<file path="src/rtl/conv_fifo_pkg.sv">
package conv_fifo_pkg;

    localparam int SYM_W    = 3;
    localparam int TAIL_LEN = 2;
    localparam int TAIL_W   = $clog2(TAIL_LEN + 1);

    typedef logic [SYM_W-1:0] sym_t;

    // hist[0] holds the newest past bit, hist[1] the one before it
    function automatic sym_t code_bit(input logic b, input logic [1:0] hist);
        return {b ^ hist[0] ^ hist[1], b ^ hist[1], b ^ hist[0]};
    endfunction

endpackage

</file>
<file path="src/rtl/conv_enc_ctrl.sv">
module conv_enc_ctrl
    import conv_fifo_pkg::*;
(
    input  logic       clk,
    input  logic       rst_n,
    input  logic       wr_valid,
    input  logic       wr_bit,
    input  logic       wr_last,
    input  logic       full,
    output logic       wr_ready,
    output logic       push,
    output sym_t       push_sym,
    output logic       tail_busy,
    output logic [1:0] enc_state
);

    typedef struct packed {
        logic [1:0]        hist;
        logic [TAIL_W-1:0] tail;
    } enc_reg_t;

    enc_reg_t q, d;
    logic     in_bit;

    always_comb begin
        d        = q;
        push     = 1'b0;
        in_bit   = 1'b0;
        wr_ready = !full && (q.tail == '0);
        if (q.tail != '0) begin
            if (!full) begin
                push   = 1'b1;
                d.tail = q.tail - 1'b1;
            end
        end else if (wr_valid && !full) begin
            push   = 1'b1;
            in_bit = wr_bit;
            if (wr_last) begin
                d.tail = TAIL_W'(TAIL_LEN);
            end
        end
        push_sym = code_bit(in_bit, q.hist);
        if (push) begin
            d.hist = {q.hist[0], in_bit};
        end
    end

    always_ff @(posedge clk or negedge rst_n) begin
        if (!rst_n) begin
            q <= '0;
        end else begin
            q <= d;
        end
    end

    assign tail_busy = (q.tail != '0);
    assign enc_state = q.hist;

endmodule

</file>
<file path="src/rtl/sym_store.sv">
module sym_store
    import conv_fifo_pkg::*;
#(
    parameter int DEPTH = 8
) (
    input  logic clk,
    input  logic rst_n,
    input  logic push,
    input  sym_t push_sym,
    input  logic pop_req,
    output logic full,
    output logic empty,
    output sym_t rd_sym
);

    localparam int AW    = $clog2(DEPTH);
    localparam int CNT_W = AW + 1;

    typedef struct packed {
        logic [DEPTH-1:0][SYM_W-1:0] mem;
        logic [AW-1:0]               wp;
        logic [AW-1:0]               rp;
        logic [CNT_W-1:0]            cnt;
        sym_t                        rd;
    } store_reg_t;

    store_reg_t q, d;
    logic       do_push;
    logic       do_pop;

    always_comb begin
        d       = q;
        do_pop  = pop_req && (q.cnt != '0);
        do_push = push && (q.cnt != CNT_W'(DEPTH));
        if (do_pop) begin
            d.rd = q.mem[q.rp];
            d.rp = q.rp + 1'b1;
        end
        if (do_push) begin
            d.mem[q.wp] = push_sym;
            d.wp        = q.wp + 1'b1;
        end
        case ({do_push, do_pop})
            2'b10:   d.cnt = q.cnt + 1'b1;
            2'b01:   d.cnt = q.cnt - 1'b1;
            default: d.cnt = q.cnt;
        endcase
    end

    always_ff @(posedge clk or negedge rst_n) begin
        if (!rst_n) begin
            q <= '0;
        end else begin
            q <= d;
        end
    end

    assign full   = (q.cnt == CNT_W'(DEPTH));
    assign empty  = (q.cnt == '0);
    assign rd_sym = q.rd;

endmodule

</file>
<file path="src/rtl/conv_store_fifo.sv">
module conv_store_fifo
    import conv_fifo_pkg::*;
#(
    parameter int DEPTH = 8
) (
    input  logic             clk,
    input  logic             rst_n,
    input  logic             wr_valid,
    input  logic             wr_bit,
    input  logic             wr_last,
    output logic             wr_ready,
    input  logic             rd_en,
    output logic [SYM_W-1:0] rd_sym,
    output logic             full,
    output logic             empty
);

    logic       push;
    sym_t       push_sym;
    logic       tail_busy;
    logic [1:0] enc_state;

    conv_enc_ctrl u_enc (
        .clk       (clk),
        .rst_n     (rst_n),
        .wr_valid  (wr_valid),
        .wr_bit    (wr_bit),
        .wr_last   (wr_last),
        .full      (full),
        .wr_ready  (wr_ready),
        .push      (push),
        .push_sym  (push_sym),
        .tail_busy (tail_busy),
        .enc_state (enc_state)
    );

    sym_store #(.DEPTH(DEPTH)) u_store (
        .clk      (clk),
        .rst_n    (rst_n),
        .push     (push),
        .push_sym (push_sym),
        .pop_req  (rd_en),
        .full     (full),
        .empty    (empty),
        .rd_sym   (rd_sym)
    );

endmodule

</file>
<file path="config.mk">
export PLATFORM = sky130hd
export DESIGN_NAME = conv_store_fifo
export DESIGN_NICKNAME = d
export VERILOG_FILES = /design/src/rtl/conv_fifo_pkg.sv /design/src/rtl/conv_enc_ctrl.sv /design/src/rtl/sym_store.sv /design/src/rtl/conv_store_fifo.sv
export SDC_FILE = /design/constraint.sdc
export NUM_CORES = 1
export LEC_CHECK = 0
export BUFFER_PORTS_ARGS = -buffer_cell sky130_fd_sc_hd__buf_4
export CAP_MARGIN = 20
export CORE_ASPECT_RATIO = 0.7
export CORE_MARGIN = 4
export CORE_UTILIZATION = 50
export CTS_BUF_LIST = sky130_fd_sc_hd__clkbuf_4 sky130_fd_sc_hd__clkbuf_8
export DETAILED_ROUTE_END_ITERATION = 10
export PLACE_DENSITY = 0.7
export SLEW_MARGIN = 20
export SYNTH_ARGS = -nofsm -noshare
export SYNTH_HDL_FRONTEND = slang
export SYNTH_SLANG_ARGS = --single-unit
export TNS_END_PERCENT = 30
</file>
<file path="constraint.sdc">
create_clock -name clk -period 2.4 [get_ports clk]
set_input_delay 0.48 -clock clk [delete_from_list [all_inputs] [get_ports clk]]
set_output_delay 0.48 -clock clk [all_outputs]
set_load 0.005 [all_outputs]
</file>
==> results.json, run 1 <==
{
  "antenna_cells": 0,
  "row_count": 19,
  "crit_type": "register to register",
  "path_max_fanout": 4,
  "met2_usage_pct": 23.5,
  "cts_tree": "yes",
  "yosys_register_bits": 41,
  "max_freq_ghz": 0.438,
  "period_minus_slack_ns": 2.28,
  "synthCells": 160,
  "synthTopCellsByCount": "dfrtp_1, mux2_2, nand2_1",
  "drive_above_1_share_pct": 41.5,
  "drtIter0Drc": 72,
  "post-place-ws_ns": 0.0510,
  "start_kind": "register",
  "ant_nets": 0,
  "synth_edf_count": 0,
  "vdd_ir_drop_max_mv": 0.654,
  "drc": 0,
  "worst_clock_skew_ns": 0.00750,
  "fp.coreArea_um2": 3990,
  "tns_ns": 0,
  "cts.sinks": 41,
  "clkTransAtPathRegs_ns": 0.08,
  "synth_flop_cell": "dfrtp_1",
  "global_route.usage.met1_pct": 23.3,
  "dieWidth_um": 85.8,
  "drt_wl_total_mm": 3.87,
  "yosys-top-cells-area": "dfrtp_1, mux2_2, mux4_2, ha_1, nor4b_4",
  "synthMostInstantiatedCell": "dfrtp_1",
  "synth_top_area_cell": "dfrtp_1",
  "hold_class": "input pin to async pin",
  "relSlewSlack_pct": 65.9,
  "via_per_inst": 5.53,
  "synth_cell_types": 35,
  "grt_max_degree": 42,
  "port_buffers": 11,
  "dr.pass1.iters": 4,
  "initial_core_util_pct": 53.1,
  "finalSetupViolations": 0,
  "num_vias": 1261,
  "cts_max_path_buffers": 2,
  "arrival_ns": 2.50,
  "p_per_area_nw_per_um2": 1380,
  "dpl-instance-area_um2": 2260,
  "nets": 190,
  "leakage_nw": 1.14,
  "use_met3_pct": 4.87,
  "hpwl_mm": 2.79,
  "grt_pass1_wl_mm": 6.64,
  "final_design_area_no_fill_um2": 2400,
  "clock_latency_ns": 0.29,
  "grt_pass1_vias": 1338,
  "avgRoutedWirePerCell_um": 17.0,
  "hold_viol": 0,
  "die_y_um": 62.5,
  "clock-root-buffer": "clkbuf_8",
  "crit_path_end_kind": "register",
  "slew_violations": 0,
  "antenna_found_initial": 0,
  "whs_ns": 0.161,
  "io_pins": 12,
  "avgSynthCellArea_um2": 13.2,
  "busiest_layer": "met2",
  "synth_nets": 174,
  "drv_cap": 0,
  "period_share_pct": 95.1,
  "worst-slew-pin-transition_ns": 0.508,
  "total_power_w": 0.00331,
  "area_growth_syn_to_layout_pct": 13.2,
  "critPathRequiredTime_ns": 2.62,
  "cts_buffers": 5,
  "synth_top_area_share_pct": 48.4,
  "syn_area_um2": 2120,
  "status": "complete, no violations",
  "fp.dieArea_um2": 5360,
  "grt_usage_pct": 15.9,
  "synthArstFlopShare_pct": 100,
  "h-tree-depth": 2,
  "gp_congestion": 0.735,
  "grt.overflow.total": 0,
  "yosysSeqAreaShare_pct": 48.4,
  "hold_buffers": 0,
  "setup_slack_ns": 0.119,
  "n_fill_cell": 324,
  "yosys_warnings": 0
}
==> layer usage <==
layer	share of wire, %	wire [um]
met5	0	0
met4	0.39	15
met3	3.5	137
met2	47	1800
met1	49	1910
==> worst max-delay path, cell delays in order, from the launching register on <==
cell and delay [ns]:
dfrtp_2 0.47, nor4_4 0.31, nand2b_4 0.18, inv_1 0.06
ha_2 0.20, ha_1 0.27, a21o_1 0.19, a21oi_2 0.15
mux2i_1 0.24, xnor2_1 0.13
==> flip-flops by register name, indices dropped and copies added (netlist names) <==
register	count
u_store.rd_sym	3
u_enc.q	2
u_store.q	34
u_enc.enc_state	2
==> worst paths after layout <==
| path | startpoint | to | slack, ns | cells past startpoint |
|---|---|---|---|---|
| worst max-delay path | u_store.q[4] | u_store.q[6] | 0.12 | 9 |
| worst min-delay path | rst_n | u_enc.q[0] | 0.16 | 1 |
| worst max register to register | u_store.q[4] | u_store.q[6] | 0.12 | 9 |
| worst min register to register | u_store.rd_sym[1] | u_store.rd_sym[1] | 0.49 | 2 |
| max in group asynchronous | rst_n | u_store.q[4] | 1.86 | 1 |
| min in group clk | u_store.rd_sym[1] | u_store.rd_sym[1] | 0.49 | 2 |
==> power breakdown <==
| group | leakage, nW | switching, W | internal, W | total (W) |
|---|---|---|---|---|
| registers | 0.524 | 0.000370 | 0.000997 | 0.00137 |
| logic | 0.566 | 0.000631 | 0.000848 | 0.00148 |
| clock network | 0.0477 | 0.000224 | 0.000240 | 0.000464 |
==> through the flow <==
stage | utilization, % | instances
after CTS | 58.9 | 225
after global routing | 60.1 | 228
final | 60.1 | 228
after detailed placement | 56.6 | 218
after global placement | 56.6 | 218
after floorplan | - | 160
==> cells by family after synthesis <==
group           count (synthesis)  share of synthesized area [%]
flops                          41                           48.4
mux                            37                           22.5
simple gates                   33                           11.1
buf+inv                        20                           4.49
xor+xnor                       11                           4.90
compound gates                 10                           3.54
fa+ha+maj                       8                           5.08
==> placed cells by master (no fill, tap or decap), types with 3 or more instances in the layout <==
master,instances
nand2_1,17
inv_1,8
xor2_1,3
buf_4,20
mux2_2,24
clkbuf_8,6
dfrtp_1,39
xnor2_1,7
nor2_1,3
nor4b_4,3
o21ai_0,4
ha_1,6
mux2i_1,6
mux4_2,6
==> layout make-up <==
type / count / area [um2] / share of cell area [%]
Tap cell: 52 / 65.1 / 2.71
Sequential cell: 41 / 1030 / 42.9
Timing Repair Buffer: 20 / 150 / 6.26
Multi-Input combinational cell: 99 / 1030 / 42.8
Inverter: 9 / 38.8 / 1.62
Clock buffer: 7 / 90.1 / 3.75
==> timing repair <==
| item | in CTS | in global routing |
|---|---|---|
| endpoints found under the hold margin | 0 | 0 |
| gates resized for setup | 0 | 6 |
| setup buffers | 0 | 3 |
| setup endpoints to repair | 0 | 1 |
Power figures use the tool's default switching activity.
==> inputs of run 2 (changes only) <==
--- a/config.mk
+++ b/config.mk
@@ -9,10 +9,9 @@
 export CAP_MARGIN = 20
 export CORE_ASPECT_RATIO = 0.7
 export CORE_MARGIN = 4
-export CORE_UTILIZATION = 50
+export CORE_UTILIZATION = 30
 export CTS_BUF_LIST = sky130_fd_sc_hd__clkbuf_4 sky130_fd_sc_hd__clkbuf_8
 export DETAILED_ROUTE_END_ITERATION = 10
-export PLACE_DENSITY = 0.7
 export SLEW_MARGIN = 20
 export SYNTH_ARGS = -nofsm -noshare
 export SYNTH_HDL_FRONTEND = slang
==> constraint.sdc (replaced) <==
create_clock -name clk -period 2.4 [get_ports clk]
set_input_delay 0.24 -clock clk [delete_from_list [all_inputs] [get_ports clk]]
set_output_delay 0.24 -clock clk [all_outputs]
set_load 0.005 [all_outputs]
==> run 2 against run 1 <==
Compared with the run above: clock power is 28% higher; sequential power hardly changed; worst hold slack better by 0.16 ns; worst setup slack worse by 0.018 ns; largest cell class unchanged; power up 2.2%; first-iteration DRC count shrank 49%; count of clock-buffer cells in the layout shrank 1; maximum frequency down 0.80%.
==> results.json, run 2 (synthesis gave the netlist of run 1 again) <==
{
  "min_from": "rd_en",
  "drt_wl_total_mm": 3.75,
  "cts_tree": "yes",
  "crit_path_end_kind": "register",
  "area_growth_syn_to_layout_pct": 16.8,
  "cts_buffers": 5,
  "pwr-share-comb_pct": 42.8,
  "slew_violations": 0,
  "met3_length_um": 158,
  "cts_max_path_buffers": 2,
  "antenna_cells": 0,
  "max_freq_ghz": 0.435,
  "gp_congestion": 0.723,
  "finalSetupViolations": 0,
  "final_design_area_no_fill_um2": 2470,
  "top_layer_used": "met4",
  "post-place-ws_ns": 0.0454,
  "clock-root-buffer": "clkbuf_8",
  "met2WireLength_mm": 1.56,
  "r2r_setup_slack_ns": 0.10,
  "fp.coreArea_um2": 6820,
  "tns_ns": 0,
  "status": "complete, no violations",
  "drc": 0,
  "relSlewSlack_pct": 63.1,
  "path_max_fanout": 4,
  "row_count": 25,
  "clock_latency_ns": 0.30,
  "drv_cap": 0,
  "start_kind": "register",
  "grt.overflow.total": 0,
  "hpwl_mm": 2.63,
  "h-tree-depth": 2,
  "grt_pass1_wl_mm": 6.20,
  "fp.dieArea_um2": 8500,
  "hold_class": "input pin to register",
  "vdd_ir_drop_max_mv": 0.432,
  "power_frac_seq_pct": 39.6,
  "num_vias": 1212,
  "final_cell_mix": "dfrtp_1, mux2_2, buf_4, nand2_1, inv_1",
  "p_clk_share_pct": 17.5,
  "nets": 189,
  "grt_max_degree": 42,
  "avgRoutedWirePerCell_um": 13.9,
  "reg2reg_from": "u_store.q[6]",
  "dieWidth_um": 108,
  "worst_clock_skew_ns": 0.00529,
  "p_int_w": 0.00216,
  "via_per_inst": 4.49,
  "p_sw_share_pct": 36.0,
  "cts.sinks": 41,
  "period_minus_slack_ns": 2.30,
  "worst-slew-pin-transition_ns": 0.551,
  "grt_pass1_vias": 1209,
  "largest_register_ffs": 34,
  "arrival_ns": 2.53,
  "dr.pass1.iters": 4,
  "crit_type": "register to register",
  "setup_slack_ns": 0.100,
  "p_per_area_nw_per_um2": 1370,
  "critPathRequiredTime_ns": 2.63,
  "dpl-instance-area_um2": 2310,
  "n_fill_cell": 668,
  "final_common_cell": "dfrtp_1",
  "power_switching_w": 0.00122,
  "drtIter0Drc": 37,
  "die_y_um": 78.3,
  "drive_above_1_share_pct": 40.3,
  "hold_viol": 0,
  "whs_ns": 0.316,
  "io_pins": 12,
  "ant_nets": 0,
  "clkTransAtPathRegs_ns": 0.08,
  "grt_usage_pct": 9.76,
  "antenna_found_initial": 0,
  "port_buffers": 11,
  "met1Wirelength_mm": 1.97,
  "cp-startpoint": "u_store.q[6]",
  "top_register": "u_store.q",
  "initial_core_util_pct": 31.1,
  "leakage_nw": 1.14,
  "period_share_pct": 95.8
}
run 2: changes by cell type in the layout (fill, tap and decap cells not counted), sizes merged:
cell / change
clkbuf: -1
dlygate4sd3: +1
clkinvlp: +1
bufinv: +1
buf: -2
run 2: what timing repair did:
item                       in CTS  in global routing
setup endpoints to repair       0                  1
hold buffers                    1                  0
gates resized for setup         0                  5
buffers inserted                0                  1
hold endpoints to repair       41                  0
run 2: layer usage:
layer / GRT usage (%) / vias up
li1: - / 586
met1: 14.2 / 599
met2: 12.8 / 19
met3: 3.45 / 8
met4: 4.16 / 0
met5: 0 / -
run 2: final timing paths:
kind | to | depth (start not counted)
max | u_store.q[6] | 9
min | u_store.q[8] | 5
max reg2reg | u_store.q[6] | 9
min reg2reg | u_store.rd_sym[0] | 2
max in group asynchronous | u_store.q[3] | 2
min in group asynchronous | u_store.q[8] | 2
run 2: cell type report:
type                       count  area (um2)  area share (%)
tap                           94         118            4.75
sequential                    41        1030            41.6
timing repair buffer          19         145            5.86
multi-input combinational     99        1020            41.4
clock inverter                 2        37.5            1.52
inverter                       9        38.8            1.57
clock buffer                   6        82.6            3.34
run 2: worst max-delay path, stage by stage (launching register included):
cell	delay (ns)
dfrtp_2	0.45
nor4_4	0.30
nand2b_4	0.17
inv_1	0.06
ha_1	0.25
ha_1	0.30
a21o_1	0.19
a21oi_2	0.15
mux2i_1	0.22
xnor2_1	0.13
run 2: metrics by stage:
step	cells	util [%]	power [W]
4_1_cts	269	35.9	0.00338
3_3_place_gp	260	33.9	0.00275
5_1_grt	270	36.3	0.00364
2_1_floorplan	160	-	0.00240
3_5_place_dp	260	33.9	0.00277
6_report	270	36.3	0.00338
run 2: power by group through the flow:
| stage | logic [W] | registers, W | clock network [W] |
|---|---|---|---|
| final | 0.00145 | 0.00134 | 0.000593 |
| after global routing | 0.00161 | 0.00139 | 0.000641 |
| after CTS | 0.00144 | 0.00133 | 0.000617 |
| after detailed placement | 0.00143 | 0.00134 | 0 |
| after global placement | 0.00141 | 0.00134 | 0 |
| after floorplan | 0.00126 | 0.00114 | 0 |
